**src/rtl/i2c_tgt_pkg.sv**
```systemverilog
package i2c_tgt_pkg;
  localparam int BYTE_W = 8;
  localparam int ADDR_W = BYTE_W - 1;
  localparam int CNT_W  = $clog2(BYTE_W + 1);

  typedef enum logic [1:0] {PULL_KEEP, PULL_ACK, PULL_REL, PULL_DATA} pullOp_e;

  typedef enum logic [2:0] {
    ST_IDLE, ST_ADDR, ST_ADDR_ACK, ST_WR, ST_WR_ACK, ST_RD, ST_RD_ACK, ST_IGNORE
  } state_e;

  typedef struct packed {
    logic start;
    logic stop;
    logic rise;
    logic fall;
    logic sda;
  } busEvt_t;

  typedef struct packed {
    logic    sampleBit;
    logic    pubRx;
    logic    loadTx;
    logic    nextTx;
    pullOp_e pullOp;
  } strobe_t;
endpackage

```
**src/rtl/i2c_tgt_sync.sv**
```systemverilog
module i2c_tgt_sync #(
  parameter int   STAGES  = 2,
  parameter logic RST_VAL = 1'b1
) (
  input  logic clk,
  input  logic rstN,
  input  logic d,
  output logic q
);
  logic [STAGES-1:0] chain;

  if (STAGES == 1) begin : g_single
    always_ff @(posedge clk or negedge rstN)
      if (!rstN) chain <= RST_VAL;
      else       chain <= d;
  end else begin : g_multi
    always_ff @(posedge clk or negedge rstN)
      if (!rstN) chain <= {STAGES{RST_VAL}};
      else       chain <= {chain[STAGES-2:0], d};
  end

  assign q = chain[STAGES-1];
endmodule

```
**src/rtl/i2c_tgt_dpath.sv**
```systemverilog
module i2c_tgt_dpath
  import i2c_tgt_pkg::*;
#(
  parameter logic [ADDR_W-1:0] TARGET_ADDR = 7'h50,
  parameter int                SYNC_STAGES = 2
) (
  input  logic              clk,
  input  logic              rstN,
  input  logic              sclIn,
  input  logic              sdaIn,
  input  strobe_t           strb,
  output busEvt_t           evt,
  output logic              addrHit,
  output logic              rwBit,
  output logic              rxBusy,
  output logic              sdaPullEn,
  output logic [BYTE_W-1:0] rxData,
  output logic              rxValid,
  input  logic              rxReady,
  input  logic [BYTE_W-1:0] txData,
  input  logic              txValid,
  output logic              txReady
);
  logic sclS, sdaS, sclQ, sdaQ;
  logic [BYTE_W-1:0] rxShift, txShift, txHold;
  logic txFull, txAccept, txNextMsb;

  i2c_tgt_sync #(.STAGES(SYNC_STAGES), .RST_VAL(1'b1)) u_sclSync (
    .clk(clk), .rstN(rstN), .d(sclIn), .q(sclS));
  i2c_tgt_sync #(.STAGES(SYNC_STAGES), .RST_VAL(1'b1)) u_sdaSync (
    .clk(clk), .rstN(rstN), .d(sdaIn), .q(sdaS));

  always_ff @(posedge clk or negedge rstN)
    if (!rstN) begin
      sclQ <= 1'b1;
      sdaQ <= 1'b1;
    end else begin
      sclQ <= sclS;
      sdaQ <= sdaS;
    end

  always_comb begin
    evt.rise  = sclS & ~sclQ;
    evt.fall  = ~sclS & sclQ;
    evt.start = sclS & sclQ & sdaQ & ~sdaS;
    evt.stop  = sclS & sclQ & ~sdaQ & sdaS;
    evt.sda   = sdaS;
  end

  // Receive shifter, MSB first
  always_ff @(posedge clk or negedge rstN)
    if (!rstN) rxShift <= '0;
    else if (strb.sampleBit) rxShift <= {rxShift[BYTE_W-2:0], sdaS};

  assign addrHit = (rxShift[BYTE_W-1:1] == TARGET_ADDR);
  assign rwBit   = rxShift[0];

  always_ff @(posedge clk or negedge rstN)
    if (!rstN) begin
      rxData  <= '0;
      rxValid <= 1'b0;
    end else if (strb.pubRx) begin
      rxData  <= rxShift;
      rxValid <= 1'b1;
    end else if (rxReady) begin
      rxValid <= 1'b0;
    end

  assign rxBusy = rxValid;

  // One-entry transmit buffer
  assign txReady  = ~txFull;
  assign txAccept = txValid & ~txFull;

  always_ff @(posedge clk or negedge rstN)
    if (!rstN) begin
      txHold <= '0;
      txFull <= 1'b0;
    end else if (txAccept) begin
      txHold <= txData;
      txFull <= 1'b1;
    end else if (strb.loadTx) begin
      txFull <= 1'b0;
    end

  always_ff @(posedge clk or negedge rstN)
    if (!rstN) txShift <= '1;
    else if (strb.loadTx) txShift <= txFull ? txHold : '1;
    else if (strb.nextTx) txShift <= {txShift[BYTE_W-2:0], 1'b1};

  assign txNextMsb = strb.loadTx ? (txFull ? txHold[BYTE_W-1] : 1'b1)
                                 : txShift[BYTE_W-2];

  // Open-drain pull request
  always_ff @(posedge clk or negedge rstN)
    if (!rstN) sdaPullEn <= 1'b0;
    else begin
      case (strb.pullOp)
        PULL_ACK:  sdaPullEn <= 1'b1;
        PULL_REL:  sdaPullEn <= 1'b0;
        PULL_DATA: sdaPullEn <= ~txNextMsb;
        default:   sdaPullEn <= sdaPullEn;
      endcase
    end

  a_r8_pull_scl_low: assert property (@(posedge clk) disable iff (!rstN)
    !$stable(sdaPullEn) |-> !$past(sclS));

  a_r7_rx_hold: assert property (@(posedge clk) disable iff (!rstN)
    (rxValid && !rxReady) |=> (rxValid && $stable(rxData)));

  a_r10_tx_full: assert property (@(posedge clk) disable iff (!rstN)
    (txValid && txReady) |=> !txReady);
endmodule

```
**src/rtl/i2c_tgt_ctrl.sv**
```systemverilog
module i2c_tgt_ctrl
  import i2c_tgt_pkg::*;
(
  input  logic    clk,
  input  logic    rstN,
  input  busEvt_t evt,
  input  logic    addrHit,
  input  logic    rwBit,
  input  logic    rxBusy,
  output strobe_t strb
);
  state_e state, stateNx;
  logic [CNT_W-1:0] cnt, cntNx;
  logic rwQ, rwNx, ackQ, ackNx;

  always_ff @(posedge clk or negedge rstN)
    if (!rstN) begin
      state <= ST_IDLE;
      cnt   <= '0;
      rwQ   <= 1'b0;
      ackQ  <= 1'b0;
    end else begin
      state <= stateNx;
      cnt   <= cntNx;
      rwQ   <= rwNx;
      ackQ  <= ackNx;
    end

  always_comb begin
    strb    = '0;
    stateNx = state;
    cntNx   = cnt;
    rwNx    = rwQ;
    ackNx   = ackQ;
    if (evt.start) begin
      stateNx     = ST_ADDR;
      cntNx       = '0;
      strb.pullOp = PULL_REL;
    end else if (evt.stop) begin
      stateNx     = ST_IDLE;
      cntNx       = '0;
      strb.pullOp = PULL_REL;
    end else begin
      case (state)
        ST_ADDR: begin
          if (evt.rise) begin
            strb.sampleBit = 1'b1;
            cntNx          = cnt + 1'b1;
          end else if (evt.fall && cnt == CNT_W'(BYTE_W)) begin
            rwNx = rwBit;
            if (addrHit) begin
              strb.pullOp = PULL_ACK;
              stateNx     = ST_ADDR_ACK;
            end else begin
              stateNx = ST_IGNORE;
            end
          end
        end
        ST_ADDR_ACK: begin
          if (evt.fall) begin
            cntNx = '0;
            if (rwQ) begin
              strb.loadTx = 1'b1;
              strb.pullOp = PULL_DATA;
              stateNx     = ST_RD;
            end else begin
              strb.pullOp = PULL_REL;
              stateNx     = ST_WR;
            end
          end
        end
        ST_WR: begin
          if (evt.rise) begin
            strb.sampleBit = 1'b1;
            cntNx          = cnt + 1'b1;
          end else if (evt.fall && cnt == CNT_W'(BYTE_W)) begin
            if (!rxBusy) begin
              strb.pubRx  = 1'b1;
              strb.pullOp = PULL_ACK;
            end
            stateNx = ST_WR_ACK;
          end
        end
        ST_WR_ACK: begin
          if (evt.fall) begin
            strb.pullOp = PULL_REL;
            cntNx       = '0;
            stateNx     = ST_WR;
          end
        end
        ST_RD: begin
          if (evt.rise) begin
            cntNx = cnt + 1'b1;
          end else if (evt.fall) begin
            if (cnt == CNT_W'(BYTE_W)) begin
              strb.pullOp = PULL_REL;
              stateNx     = ST_RD_ACK;
            end else begin
              strb.nextTx = 1'b1;
              strb.pullOp = PULL_DATA;
            end
          end
        end
        ST_RD_ACK: begin
          if (evt.rise) begin
            ackNx = ~evt.sda;
          end else if (evt.fall) begin
            cntNx = '0;
            if (ackQ) begin
              strb.loadTx = 1'b1;
              strb.pullOp = PULL_DATA;
              stateNx     = ST_RD;
            end else begin
              stateNx = ST_IGNORE;
            end
          end
        end
        default: ;
      endcase
    end
  end

  a_r2_start_addr: assert property (@(posedge clk) disable iff (!rstN)
    evt.start |=> (state == ST_ADDR && cnt == '0));

  a_r3_stop_idle: assert property (@(posedge clk) disable iff (!rstN)
    evt.stop |=> (state == ST_IDLE));

  a_r5_silent: assert property (@(posedge clk) disable iff (!rstN)
    (state == ST_IGNORE || state == ST_IDLE) |->
      (strb.pullOp != PULL_ACK && strb.pullOp != PULL_DATA));

  a_r4_cnt_bound: assert property (@(posedge clk) disable iff (!rstN)
    cnt <= CNT_W'(BYTE_W));
endmodule

```
**src/rtl/i2c_tgt_top.sv**
```systemverilog
module i2c_tgt_top
  import i2c_tgt_pkg::*;
#(
  parameter logic [ADDR_W-1:0] TARGET_ADDR = 7'h50,
  parameter int                SYNC_STAGES = 2
) (
  input  logic              clk,
  input  logic              rstN,
  input  logic              sclIn,
  input  logic              sdaIn,
  output logic              sdaPullEn,
  output logic [BYTE_W-1:0] rxData,
  output logic              rxValid,
  input  logic              rxReady,
  input  logic [BYTE_W-1:0] txData,
  input  logic              txValid,
  output logic              txReady
);
  busEvt_t evt;
  strobe_t strb;
  logic addrHit, rwBit, rxBusy;

  i2c_tgt_ctrl u_ctrl (
    .clk(clk), .rstN(rstN), .evt(evt), .addrHit(addrHit),
    .rwBit(rwBit), .rxBusy(rxBusy), .strb(strb));

  i2c_tgt_dpath #(.TARGET_ADDR(TARGET_ADDR), .SYNC_STAGES(SYNC_STAGES)) u_dpath (
    .clk(clk), .rstN(rstN), .sclIn(sclIn), .sdaIn(sdaIn), .strb(strb),
    .evt(evt), .addrHit(addrHit), .rwBit(rwBit), .rxBusy(rxBusy),
    .sdaPullEn(sdaPullEn), .rxData(rxData), .rxValid(rxValid),
    .rxReady(rxReady), .txData(txData), .txValid(txValid), .txReady(txReady));
endmodule

```
**config.mk**
```make
export PLATFORM = sky130hd
export DESIGN_NAME = i2c_tgt_top
export DESIGN_NICKNAME = d
export VERILOG_FILES = /design/src/rtl/i2c_tgt_pkg.sv /design/src/rtl/i2c_tgt_sync.sv /design/src/rtl/i2c_tgt_dpath.sv /design/src/rtl/i2c_tgt_ctrl.sv /design/src/rtl/i2c_tgt_top.sv
export SDC_FILE = /design/constraint.sdc
export NUM_CORES = 1
export LEC_CHECK = 0
export ABC_AREA = 1
export BUFFER_PORTS_ARGS = -buffer_cell sky130_fd_sc_hd__clkbuf_2
export CORE_MARGIN = 2
export CORE_UTILIZATION = 35
export CTS_CLUSTER_DIAMETER = 80
export DETAILED_ROUTE_END_ITERATION = 7
export PLACE_DENSITY_LB_ADDON = 0.15
export SLEW_MARGIN = 20
export SYNTH_ARGS = -nofsm -noshare
export SYNTH_HDL_FRONTEND = slang
export SYNTH_SLANG_ARGS = --single-unit
```
**constraint.sdc**
```tcl
create_clock -name clk -period 1.8 [get_ports clk]
set_input_delay 0.18 -clock clk [delete_from_list [all_inputs] [get_ports clk]]
set_output_delay 0.18 -clock clk [all_outputs]
set_load 0.01 [all_outputs]
```
# Yosys cells after proc, flatten, opt, wreduce, memory -nomap -nowiden
# Index checks and enable logic that the tools add are counted.
# word_totals
regBits	49
input_bits	14
# op_classes
add_sub_neg	1
eq_ne	23
mux	67
bitwise	17
reduce_logical	14
# op_table
operator	n
3-bit 2-to-1 mux	17
4-bit 2-to-1 mux	7
4-bit by 3-bit != test with 1-bit output, second input constant	7
2-bit 2-to-1 mux	12
1-bit 2-to-1 mux	23
7-bit 2-to-1 mux	3
3-bit case mux with 6 select lines	1
4-bit != test, second input constant	4
2-bit case mux with 6 select lines	1
4-bit case mux with 3 select lines	1
12-bit AND reduction	1
3-bit equality test, second input constant	3
1-bit NOT	9
1-bit AND	8
8-bit nonzero test	1
7-bit equality test, second input constant	1
3-bit by 2-bit equality test with 1-bit output, second input constant	2
2-bit nonzero test	3
5-bit AND reduction	1
5-bit nonzero test	1
4-bit by 1-bit adder with 4-bit output, second input constant	1
2-bit equality test, second input constant	2
4-bit equality test, second input constant	1
4-bit by 1-bit != test with 1-bit output, second input constant	1
other kinds (10)	11

# Logic depth before layout (Yosys ltp)
# Gate-level depths: netlist of the first run.
# logic_depth
word_depth	11
mapped_depth	11
ltp_nobuf	10

# Hierarchy
# A second synthesis of the first run with hierarchy kept.
# hier_totals
cells_unflattened	304
hier_area_um2	2497.4
# by_module_without_submodules
mod	instances	cells_per_inst	area_per_inst_um2	seq_area_each_um2
i2c_tgt_dpath	1	173	1584.0	912.1
i2c_tgt_ctrl	1	127	808.3	225.2
i2c_tgt_sync	2	2	52.6	52.6

# Worst setup path after synthesis of the first run
# Ideal clock, no wire load.
# synth_timing
path_kind	reg-to-reg
from	reg u_dpath.u_sclSync.chain[1]
to	reg u_dpath.sdaPullEn
arrival_time_ps	1262
required_ps	1687
slack_ps	425
stages_incl_launch_ff	11
path_cell_list	dfstp_2 -> inv_1 -> nand2_1 -> nor2_1 -> nand2_2 -> nand2_4 -> buf_6 -> nor2_1 -> nand3_1 -> nand2_1 -> inv_1
# synth_between
elab_chain_len	10
elab_cells_between_ends	35
classes_between	eq/ne (3); mux (21); bitwise (9); reduce/logical (2)
# synth_rtl
element	line	source
start, declared	i2c_tgt_sync.sv:10	logic [STAGES-1:0] chain;
start signal, assigned	i2c_tgt_sync.sv:18	if (!rstN) chain <= {STAGES{RST_VAL}};
start signal, assigned	i2c_tgt_sync.sv:19	else chain <= {chain[STAGES-2:0], d};
1-bit NOT	i2c_tgt_dpath.sv:44	evt.fall = ~sclS & sclQ;
1-bit AND	i2c_tgt_dpath.sv:44	
1-bit logical AND or 1-bit 2-to-1 mux (tied branches)	i2c_tgt_ctrl.sv:49, i2c_tgt_ctrl.sv:76, i2c_tgt_ctrl.sv:107	
2-bit 2-to-1 mux (tied with other cells)	i2c_tgt_ctrl.sv:76	end else if (evt.fall && cnt == CNT_W'(BYTE_W)) begin
2-bit 2-to-1 mux (tied with other cells)	i2c_tgt_ctrl.sv:73	if (evt.rise) begin
2-bit case mux with 6 select lines or 4-bit 2-to-1 mux (tied branches)	i2c_tgt_ctrl.sv:44, i2c_tgt_ctrl.sv:39	
2-bit 2-to-1 mux or 4-bit 2-to-1 mux (tied branches)	i2c_tgt_ctrl.sv:39, i2c_tgt_ctrl.sv:35	
2-bit 2-to-1 mux or 1-bit 2-to-1 mux (tied branches)	i2c_tgt_ctrl.sv:35, i2c_tgt_dpath.sv:91	
2-bit equality test (tied with other cells)	i2c_tgt_dpath.sv:98	case (strb.pullOp)
1-bit case mux with 3 select lines or 3-bit nonzero test (tied branches)	n/a	
end signal, assigned	i2c_tgt_dpath.sv:101	PULL_DATA: sdaPullEn <= ~txNextMsb;
end signal, assigned	i2c_tgt_dpath.sv:102	default: sdaPullEn <= sdaPullEn;
end, declared	i2c_tgt_dpath.sv:16	output logic sdaPullEn,
# Several ways; a longest one is shown, not always the timed one.
# A chain may end at the register's enable or synchronous reset.

# Final worst setup path of the first run
# layout_timing
from	reg u_ctrl.cnt[0]
to	reg u_dpath.rxData[2]
# layout_between
elab_chain_len	7
# layout_rtl
element	line	source
start, declared	i2c_tgt_ctrl.sv:13	logic [CNT_W-1:0] cnt, cntNx;
start signal, assigned	i2c_tgt_ctrl.sv:24	cnt <= cntNx;
4-bit equality test	i2c_tgt_ctrl.sv:76	
1-bit logical AND	i2c_tgt_ctrl.sv:76	
1-bit 2-to-1 mux	i2c_tgt_ctrl.sv:76	
1-bit 2-to-1 mux	i2c_tgt_ctrl.sv:73	
1-bit 2-to-1 mux	i2c_tgt_ctrl.sv:44	case (state)
4-bit 2-to-1 mux	i2c_tgt_ctrl.sv:39	end else if (evt.stop) begin
4-bit 2-to-1 mux	i2c_tgt_ctrl.sv:35	if (evt.start) begin
end signal, assigned	i2c_tgt_dpath.sv:63	rxData <= rxShift;
end, declared	i2c_tgt_dpath.sv:17	output logic [BYTE_W-1:0] rxData,
# No other way between the ends.

==> results of run 1 <==
[path summary, 6_finish.rpt]
kind | start | endpoint | slack (ps) | cells after the start
worst max-delay path | u_ctrl.cnt[0] | u_dpath.rxData[2] | 240 | 8
max in group asynchronous | rstN | u_ctrl.ackQ | 880 | 3
min in group asynchronous | rstN | u_dpath.rxBusy | 510 | 3
worst max register to register | u_ctrl.cnt[0] | u_dpath.rxData[2] | 240 | 8
worst min register to register | u_dpath.u_sdaSync.chain[0] | u_dpath.u_sdaSync.chain[1] | 360 | 0
worst min-delay path | rxReady | u_dpath.rxBusy | 60 | 2
[timing repair]
action / 4_1_cts / 5_1_grt
hold endpoints to repair: 20 / 0
endpoints found under the setup margin: 0 / 0
hold buffers: 3 / 0
[area by class of cell]
class | instances | area (sq um)
timing repair buffer | 31 | 180
inverter | 33 | 126
sequential | 49 | 1240
fill | 666 | 3720
clock inverter | 2 | 37.5
tap | 77 | 96.3
clock buffer | 6 | 82.6
multi-input combinational | 185 | 932
[registers in the layout, indices dropped and copies added (netlist names)]
name	flops
u_dpath.txHold	8
u_dpath.txFull	1
u_ctrl.cnt	4
u_dpath.rxData	8
u_ctrl.ackQ	1
u_dpath.rxBusy	1
u_dpath.u_sclSync.chain	2
u_dpath.txShift	7
u_dpath.sdaPullEn	1
u_dpath.sclQ	1
u_dpath.sdaQ	1
u_ctrl.rwQ	1
u_dpath.u_sdaSync.chain	2
u_dpath.rxShift	8
u_ctrl.state	3
[synthesized netlist by cell type, types with 2 or more instances]
cell type  number  area, sq um
nand2_1        85          319
nor2_2          2         12.5
o21ai_1        12         60.1
nand2_2         6         37.5
nand3_1        21          105
a21oi_1         2         10.0
dfstp_2        13          342
inv_2           3         11.3
nor3_1          2         10.0
o21ai_0        18         90.1
nand3_2         2         20.0
nor2_4          2         22.5
buf_6           2         22.5
nor2_1         14         52.6
buf_2           3         15.0
dfrtp_1        36          901
ha_1            2         25.0
o211ai_1        2         15.0
mux2_2          7         78.8
inv_1          28          105
[cell families (layout without fill, tap and decap cells)]
group	after synthesis	count (layout)
buf+inv	38	72
flops	49	49
mux	8	8
fa+ha+maj	2	2
compound gates	36	36
simple gates	137	137
xor+xnor	2	2
[where the power goes]
part | switching [mW] | total [mW] | internal (mW)
Combinational | 0.505 | 0.790 | 0.285
Sequential | 0.185 | 1.47 | 1.28
Clock | 0.356 | 0.807 | 0.452
[metrics by stage]
stage          worst slack (ps)  hold slack [ps]  cells  area [sq um]
3_5_place_dp                250              270    372          2550
5_1_grt                     107             62.9    383          2700
3_3_place_gp                202              268    372          2550
4_1_cts                     235             48.8    383          2700
2_1_floorplan               425             -116    272          2340
6_report                    239             59.9    383          2700
[layer usage]
metal  vias up  share of wire (%)  wire [um]
li1        930                  -          -
met5         -                  0          0
met1       801                 52       2260
met4         0                1.9         82
met2        20                 44       1920
met3         7                2.3        101
==> summary.txt, run 1 <==
Outcome
  • Status: finished clean

Clock tree
  • PostCTS Resize Cnt: 0
  • CTS sink count: 49
  • CTS root buf: clkbuf_8
  • Deepest clock path buffer count: 2
  • CTS tree: built
  • Depth of the CTS H-tree: 2
  • Setup Buffers After CTS: 0
  • Total CTS buffers: 5
  • Clock Pin Slew Worst Setup and Hold Paths: 90 ps
  • Worst-Skew Late Latency: 300 ps

Placement
  • Port buffer count: 24
  • GP Congestion: 0.839
  • DP HPWL: 3.22 mm

Critical path
  • Worst path bufs/invs: 2
  • Delay-heaviest family, CP: simple AND/OR/NAND/NOR gates
  • Critical path class: register to register
  • Cell chain of the critical path: inv_1 > ha_1 > nand3_1 > nor2_1 > nand2_2 > buf_4 > nand2_1 > o21ai_1
  • Critical Path Start Type: register
  • Data arrival, critical path: 1750 ps
  • Worst path max stage delay: 440 ps
  • CP required: 1990 ps
  • Worst setup EP type: register
  • Crit-path slowest cell: dfrtp_1
  • Crit Path Max Fanout: 15

Synth
  • Syn Inst Count: 272
  • #FFs+latches synth: 49
  • Synth Area in Adders: 1.07%
  • Post-synthesis compound-gate area fraction: 8.19%
  • Synth warn: 0
  • Number of flops mapped to enable cells by yosys: 0
  • Post-synthesis simple-gate area fraction: 25.8%
  • Main combinational cell family by area after synthesis: simple AND/OR/NAND/NOR gates
  • Post-synth top flop: dfrtp_1
  • Syn_nets: 288
  • Register area share after synthesis: 53.1%
  • XOR/XNOR Fraction of Synth Area: 0.749%
  • Synth unique cells: 30
  • Syn avg cell area: 8.60 sq um
  • Mux cell area share after synthesis: 4.01%
  • Mapped Area: 0.00234 sq mm
  • Post-synth ARST share: 100%

Layout
  • Fin util: 42.0%
  • Share of layout cells above drive strength 1: 24.2%
  • Layout area overhead: 15.4%
  • Antenna Diode Count: 0
  • Most common cell after layout, fill and taps aside: nand2_1
  • Commonest non-fill, non-tap cells in the layout: nand2_1, dfrtp_1, inv_1
  • Nets: 321

Timing
  • Final-report setup violation count: 0
  • Slew @ Worst Pin: 604 ps
  • Setup TNS: 0 ps
  • Peak Freq: 641 MHz
  • Final Hold Viols: 0
  • Unrepaired setup endpoints after global routing: false
  • Clk_skew: 4.66 ps
  • Max-slew violations: 0
  • Max-slew headroom: 59.7%
  • Final Cycle Share: 86.7%
  • Fin crit period: 1560 ps

Die
  • Die H: 85.7 um
  • Die area: 0.00735 sq mm
  • Initial cell density of the core: 36.4%
  • DIE WIDTH: 85.7 um
  • IO Count: 25
  • FP Rows: 29
  • Placeable core region: 0.00642 sq mm

Global route
  • Vias in the first global route: 1834
  • Total grt overflow: 0
  • Met1 usage in global routing: 19.1%
  • Grt met3 use: 2.79%
  • Antenna violations before repair: 0
  • GRT Overall Usage: 13.8%
  • First-pass GRT wire length: 8.14 mm
  • Largest net degree at the start of global routing: 50
  • Global routing's busiest layer: met2
  • Grt met2 use: 21.5%

Drt
  • Via density per instance: 4.59
  • WL per Instance: 11.4 um
  • Post-Route WL: 4.37 mm
  • Vias: 1758
  • Initial DRC count: 54
  • Antenna Nets Post-Route: 0
  • Drc violations: 0
  • DRT Pass-1 Iters: 4

Min path
  • Hold Path Class: input pin to register

Power
  • VDD IR max: 0.552 mV
  • Leakage: 1.37 nW
  • Power Dens Cells: 1140 mW/mm^2
  • Final Power: 3.07 mW

Run
  • MaxCap Viol Count: 0
Note: power is estimated with default switching activity, not from simulation.
==> inputs of run 2 (changes only) <==
--- a/config.mk
+++ b/config.mk
@@ -8,7 +8,7 @@
 export ABC_AREA = 1
 export BUFFER_PORTS_ARGS = -buffer_cell sky130_fd_sc_hd__clkbuf_2
 export CORE_MARGIN = 2
-export CORE_UTILIZATION = 35
+export CORE_UTILIZATION = 50
 export CTS_CLUSTER_DIAMETER = 80
 export DETAILED_ROUTE_END_ITERATION = 7
 export PLACE_DENSITY_LB_ADDON = 0.15
==> constraint.sdc (replaced) <==
create_clock -name clk -period 1.8 [get_ports clk]
set_input_delay 0.18 -clock clk [delete_from_list [all_inputs] [get_ports clk]]
set_output_delay 0.18 -clock clk [all_outputs]
set_load 0.05 [all_outputs]
==> run 2 against run 1 <==
  * Critical path depth unchanged
  * Global-route usage increased by 4.5 points
  * Critical path type unchanged
  * Total power decreased by 0.84%
  * Non-clock buffer count unchanged
==> summary.txt, run 2 (synthesis results as in run 1) <==
Layout
  • Final Cell Area: 0.00266 sq mm (was 0.00270 sq mm)
  • Commonest non-fill, non-tap cells in the layout: nand2_1, dfrtp_1, inv_1 (unchanged)
  • Largest regs: u_dpath.rxData (8), u_dpath.rxShift (8), u_dpath.txHold (8) (unchanged)
  • Fillers: 401 (was 666)
  • Antenna Diode Count: 0 (unchanged)
  • Share of layout cells above drive strength 1: 23.9% (was 24.2%)
  • Nets: 321 (unchanged)
  • Most common cell after layout, fill and taps aside: nand2_1 (unchanged)
  • Fin util: 59.8% (was 42.0%)
  • Layout area overhead: 13.6% (was 15.4%)

Clock tree
  • CTS Hold Buffers Added: 3 (unchanged)
  • CTS root buf: clkbuf_8 (unchanged)
  • Worst-Skew Late Latency: 290 ps (was 300 ps)
  • Depth of the CTS H-tree: 2 (unchanged)
  • PostCTS Resize Cnt: 0 (unchanged)
  • CTS sink count: 49 (unchanged)
  • CTS tree: built (unchanged)
  • Setup Buffers After CTS: 0 (unchanged)
  • Deepest clock path buffer count: 2 (unchanged)
  • Clock Pin Slew Worst Setup and Hold Paths: 80 ps (was 90 ps)
  • Total CTS buffers: 5 (unchanged)

Global route
  • Total grt overflow: 0 (unchanged)
  • Vias in the first global route: 1702 (was 1834)
  • Grt met2 use: 27.5% (was 21.5%)
  • Antenna violations before repair: 0 (unchanged)
  • First-pass GRT wire length: 7.51 mm (was 8.14 mm)
  • Largest net degree at the start of global routing: 50 (unchanged)
  • GRT Overall Usage: 18.3% (was 13.8%)
  • Global routing's busiest layer: met2 (unchanged)
  • Met1 usage in global routing: 26.4% (was 19.1%)
  • Grt met3 use: 4.17% (was 2.79%)

Critical path
  • Crit Path Max Fanout: 15 (unchanged)
  • Worst setup EP type: register (unchanged)
  • Worst r2r src: u_ctrl.cnt[0] (unchanged)
  • Critical Path End: u_dpath.rxData[6] (was u_dpath.rxData[2])
  • CP required: 1980 ps (was 1990 ps)
  • Data arrival, critical path: 1720 ps (was 1750 ps)
  • Worst reg2reg endpoint: u_dpath.rxData[6] (was u_dpath.rxData[2])
  • Critical path class: register to register (unchanged)
  • Critical Path Start Type: register (unchanged)
  • Flop-to-flop setup slack: 260 ps (was 240 ps)
  • Worst Reg-to-Reg Cells: 8 (unchanged)
  • Critical Path Source: u_ctrl.cnt[0] (unchanged)

Outcome
  • Status: finished clean (unchanged)

Timing
  • Fin crit period: 1540 ps (was 1560 ps)
  • Unrepaired setup endpoints after global routing: false (unchanged)
  • Clk_skew: 7.27 ps (was 4.66 ps)
  • Slew @ Worst Pin: 596 ps (was 604 ps)
  • Final Cycle Share: 85.8% (was 86.7%)
  • Final-report setup violation count: 0 (unchanged)
  • Peak Freq: 647 MHz (was 641 MHz)
  • Fin Hold WS: 68.8 ps (was 59.9 ps)
  • Setup TNS: 0 ps (unchanged)
  • Final Hold Viols: 0 (unchanged)
  • Max-slew headroom: 60.3% (was 59.7%)
  • Max-slew violations: 0 (unchanged)

Min path
  • Hold depth: 2 (unchanged)
  • Hold Path Class: input pin to register (unchanged)

Drt
  • Antenna Nets Post-Route: 0 (unchanged)
  • Post-Route WL: 4.29 mm (was 4.37 mm)
  • WL per Instance: 12.0 um (was 11.4 um)
  • Via density per instance: 4.97 (was 4.59)
  • Initial DRC count: 171 (was 54)
  • Vias: 1779 (was 1758)
  • DRT Pass-1 Iters: 4 (unchanged)
  • Drc violations: 0 (unchanged)

Die
  • Initial cell density of the core: 52.6% (was 36.4%)
  • Die area: 0.00524 sq mm (was 0.00735 sq mm)
  • DIE WIDTH: 72.4 um (was 85.7 um)
  • IO Count: 25 (unchanged)
  • Placeable core region: 0.00444 sq mm (was 0.00642 sq mm)
  • Die H: 72.4 um (was 85.7 um)
  • FP Rows: 24 (was 29)

Run
  • MaxCap Viol Count: 0 (unchanged)

Power
  • Final Power: 3.04 mW (was 3.07 mW)
  • Power Dens Cells: 1140 mW/mm^2 (about the same)
  • VDD IR max: 0.710 mV (was 0.552 mV)
  • Leakage: 1.37 nW (about the same)

Placement
  • Port buffer count: 24 (unchanged)
  • DP HPWL: 3.12 mm (was 3.22 mm)
  • GP Congestion: 0.917 (was 0.839)
  • Placed Area: 0.00252 sq mm (was 0.00255 sq mm)
-- run 2: power by group --
part / internal, mW / switching [mW]
combinational: 0.284 / 0.514
sequential: 1.28 / 0.187
clock: 0.417 / 0.354
-- run 2: metrics by stage --
| stage | worst slack, ps | cells |
|---|---|---|
| after global routing | 106 | 358 |
| final | 255 | 358 |
| after detailed placement | 285 | 347 |
| after global placement | 256 | 347 |
| after floorplan | 183 | 272 |
| after CTS | 268 | 358 |
-- run 2: routing by layer --
metal | routed length (um) | vias up
met5 | 0 | -
met4 | 48 | 0
met3 | 121 | 4
met2 | 1890 | 26
met1 | 2230 | 816
li1 | - | 933
-- run 2: how the worst min path moves through the flow --
| stage | from | endpoint | slack (ps) |
|---|---|---|---|
| final | rxReady | u_dpath.rxBusy | 70 |
| after global routing | rxReady | u_dpath.rxBusy | 90 |
| after CTS | rxReady | u_dpath.rxBusy | 60 |
| after detailed placement | sclIn | u_dpath.u_sclSync.chain[0] | 270 |
| after global placement | sdaIn | u_dpath.u_sdaSync.chain[0] | 270 |
| after floorplan | rstN | u_ctrl.ackQ | -120 |
-- run 2: worst max-delay path: stages (launching register included) --
cell     delay (ps)
dfrtp_1         430
inv_1            80
ha_1            150
nand3_1         150
nor2_1          190
nand2_2         110
buf_4           200
nand2_1          60
o21ai_1          60
-- run 2: final cells by class --
cell class              instances  area [sq um]  area share (%)
well taps                      52          65.1            2.45
clock buffers                   6          72.6            2.73
inverters                      33           126            4.76
multi-input cells             185           932            35.1
flip-flops and latches         49          1240            46.8
clock inverters                 2          38.8            1.46
repair buffers                 31           180            6.78
==> inputs of run 3 (changes only) <==
--- a/config.mk
+++ b/config.mk
@@ -7,6 +7,7 @@
 export LEC_CHECK = 0
 export ABC_AREA = 1
 export BUFFER_PORTS_ARGS = -buffer_cell sky130_fd_sc_hd__clkbuf_2
+export CORE_ASPECT_RATIO = 1.2
 export CORE_MARGIN = 2
 export CORE_UTILIZATION = 50
 export CTS_CLUSTER_DIAMETER = 80
==> run 3 against run 2 <==
  * Routed wire length grew 0.37%
  * Hold slack lost 1.6 ps
  * Sequential power is essentially flat
  * Clock power grew 4.3%
  * Sequential share of layout area shrank 0.72 points
  * Global-route usage grew 1.1 points
  * Die area is essentially flat
  * Via count grew 1.8%
  * Core utilization shrank 0.62 points
  * Clock skew shrank 3.5 ps
  * Final cell count grew 2.0%
  * Sequential cell count is the same
==> summary.txt, run 3 (synthesis results as in run 1) <==
Min path
  • Hold endpoint: u_dpath.rxBusy (unchanged)
  • Hold_sp: rxReady (unchanged)
  • Hold Path Class: input pin to register (unchanged)
  • Hold depth: 2 (unchanged)

Power
  • Switching share of power: 34.1% (was 34.7%)
  • Int Pwr: 2.04 mW (was 1.99 mW)
  • Reg power frac: 46.9% (was 48.4%)
  • VDD IR max: 0.724 mV (was 0.710 mV)
  • Combinational share of power: 27.1% (was 26.2%)
  • Part of the power in the clock network: 26.0% (was 25.4%)
  • Power Dens Cells: 1140 mW/mm^2 (about the same)
  • Final Power: 3.09 mW (was 3.04 mW)
  • Psw: 1.05 mW (was 1.06 mW)
  • Leakage: 1.39 nW (was 1.37 nW)

Drt
  • Drc violations: 0 (unchanged)
  • Via density per instance: 4.96 (was 4.97)
  • Vias: 1811 (was 1779)
  • Antenna Nets Post-Route: 0 (unchanged)
  • Post-Route WL: 4.31 mm (was 4.29 mm)
  • Initial DRC count: 78 (was 171)
  • DRT Pass-1 Iters: 4 (unchanged)
  • WL per Instance: 11.8 um (was 12.0 um)

Outcome
  • Status: finished clean (unchanged)

Global route
  • Antenna violations before repair: 0 (unchanged)
  • Vias in the first global route: 1754 (was 1702)
  • GRT Overall Usage: 19.4% (was 18.3%)
  • Total grt overflow: 0 (unchanged)
  • Largest net degree at the start of global routing: 32 (was 50)
  • First-pass GRT wire length: 7.84 mm (was 7.51 mm)

Timing
  • Setup TNS: 0 ps (unchanged)
  • Slew @ Worst Pin: 515 ps (was 596 ps)
  • Final Hold Viols: 0 (unchanged)
  • Unrepaired setup endpoints after global routing: false (unchanged)
  • Max-slew headroom: 65.7% (was 60.3%)
  • Max-slew violations: 0 (unchanged)
  • Clk_skew: 3.81 ps (was 7.27 ps)
  • Final-report setup violation count: 0 (unchanged)
  • Final Worst Setup Slack: 234 ps (was 255 ps)
  • Peak Freq: 639 MHz (was 647 MHz)
  • Fin Hold WS: 67.1 ps (was 68.8 ps)
  • Fin crit period: 1570 ps (was 1540 ps)
  • Final Cycle Share: 87.0% (was 85.8%)

Layout
  • Most common cell after layout, fill and taps aside: nand2_1 (unchanged)
  • Nets: 322 (was 321)
  • Finished Layout Cells: 365 (was 358)
  • Share of layout cells above drive strength 1: 24.4% (was 23.9%)
  • Commonest non-fill, non-tap cells in the layout: nand2_1, dfrtp_1, inv_1 (unchanged)
  • Antenna Diode Count: 0 (unchanged)
  • Largest regs: u_dpath.rxData (8), u_dpath.rxShift (8), u_dpath.txHold (8) (unchanged)
  • Layout area overhead: 15.4% (was 13.6%)

Die
  • Initial cell density of the core: 51.3% (was 52.6%)
  • Placeable core region: 0.00456 sq mm (was 0.00444 sq mm)
  • Die area: 0.00524 sq mm (about the same)
  • Die H: 78.9 um (was 72.4 um)
  • DIE WIDTH: 66.4 um (was 72.4 um)
  • IO Count: 25 (unchanged)
  • FP Rows: 27 (was 24)

Placement
  • DP HPWL: 3.24 mm (was 3.12 mm)
  • Port buffer count: 24 (unchanged)
  • GP Congestion: 0.920 (was 0.917)
  • Worst slack at placement: 214 ps (was 285 ps)
  • Cell total after placement: 354 (was 347)

Critical path
  • Data arrival, critical path: 1750 ps (was 1720 ps)
  • Flop-to-flop setup slack: 230 ps (was 260 ps)
  • CP required: 1990 ps (was 1980 ps)
  • Worst Reg-to-Reg Cells: 6 (was 8)
  • Worst setup EP type: register (unchanged)
  • Critical Path Start Type: register (unchanged)
  • Crit Path Max Fanout: 13 (was 15)
  • Critical path class: register to register (unchanged)
  • Worst r2r src: u_ctrl.cnt[0] (unchanged)
  • Worst reg2reg endpoint: u_dpath.rxData[7] (was u_dpath.rxData[6])

Clock tree
  • Total CTS buffers: 5 (unchanged)
  • Worst-Skew Late Latency: 290 ps (about the same)
  • CTS sink count: 49 (unchanged)
  • Deepest clock path buffer count: 2 (unchanged)
  • CTS tree: built (unchanged)
  • Depth of the CTS H-tree: 2 (unchanged)
  • CTS root buf: clkbuf_8 (unchanged)
  • Clock Pin Slew Worst Setup and Hold Paths: 90 ps (was 80 ps)

Run
  • MaxCap Viol Count: 0 (unchanged)
## run 3: cell count changes in the layout (fill, tap and decap cells not counted), sizes merged
cell | previous run | this run
buf | 4 | 5
clkinv | 2 | 1
clkinvlp | 0 | 1
## run 3: critical path: stages (launching register included)
cell and delay, ps:
dfrtp_1 440, inv_1 80, ha_1 160, nand3_1 130, nor2_1 190, nand2_4 140, mux2_4 320
## run 3: what timing repair did
action                                  CTS  global route
hold endpoints to repair                 14             0
hold buffers                              3             0
gates resized for setup                   0             1
setup buffers                             0             0
endpoints found under the setup margin    0             1
## run 3: how the worst max path moves through the flow
stage / from / end / depth (start not counted)
finish: u_ctrl.cnt[0] / u_dpath.rxData[7] / 6
global route: u_ctrl.cnt[0] / u_dpath.sdaPullEn / 10
CTS: u_ctrl.cnt[0] / u_dpath.rxData[7] / 6
detailed placement: u_ctrl.cnt[0] / u_dpath.rxData[7] / 6
global placement: u_ctrl.cnt[0] / u_dpath.rxData[7] / 6
floorplan: u_dpath.txFull / u_dpath.txHold[0] / 3
## run 3: cell type report
type | count | area, sq um
timing repair buffer | 32 | 200
sequential | 49 | 1240
tap | 58 | 72.6
clock buffer | 6 | 82.6
fill | 445 | 1860
clock inverter | 2 | 37.5
inverter | 33 | 126
multi-input combinational | 185 | 937
## run 3: per-stage QoR
stage	utilization [%]	area, sq um
after global placement	55.8	2540
after floorplan	-	2340
final	59.2	2700
after CTS	59.1	2690
after detailed placement	55.8	2540
after global routing	59.2	2700
## run 3: routing by layer
layer  part of all wire [%]  wire length [um]  vias up  global-route usage [%]
li1                       -                 -      931                       -
met3                    3.1               133        4                    4.39
met1                     48              2060      849                    27.0
met4                    1.3                55        0                    7.76
met5                      0                 0        -                       0
met2                     48              2060       27                    29.3
## run 3: power groups by stage
| stage | clock network, mW | registers (mW) | logic (mW) |
|---|---|---|---|
| after floorplan | 0 | 1.42 | 0.670 |
| after global placement | 0 | 1.46 | 0.829 |
| after detailed placement | 0 | 1.47 | 0.842 |
| after CTS | 0.824 | 1.45 | 0.850 |
| after global routing | 0.873 | 1.48 | 1.00 |
| final | 0.804 | 1.45 | 0.838 |
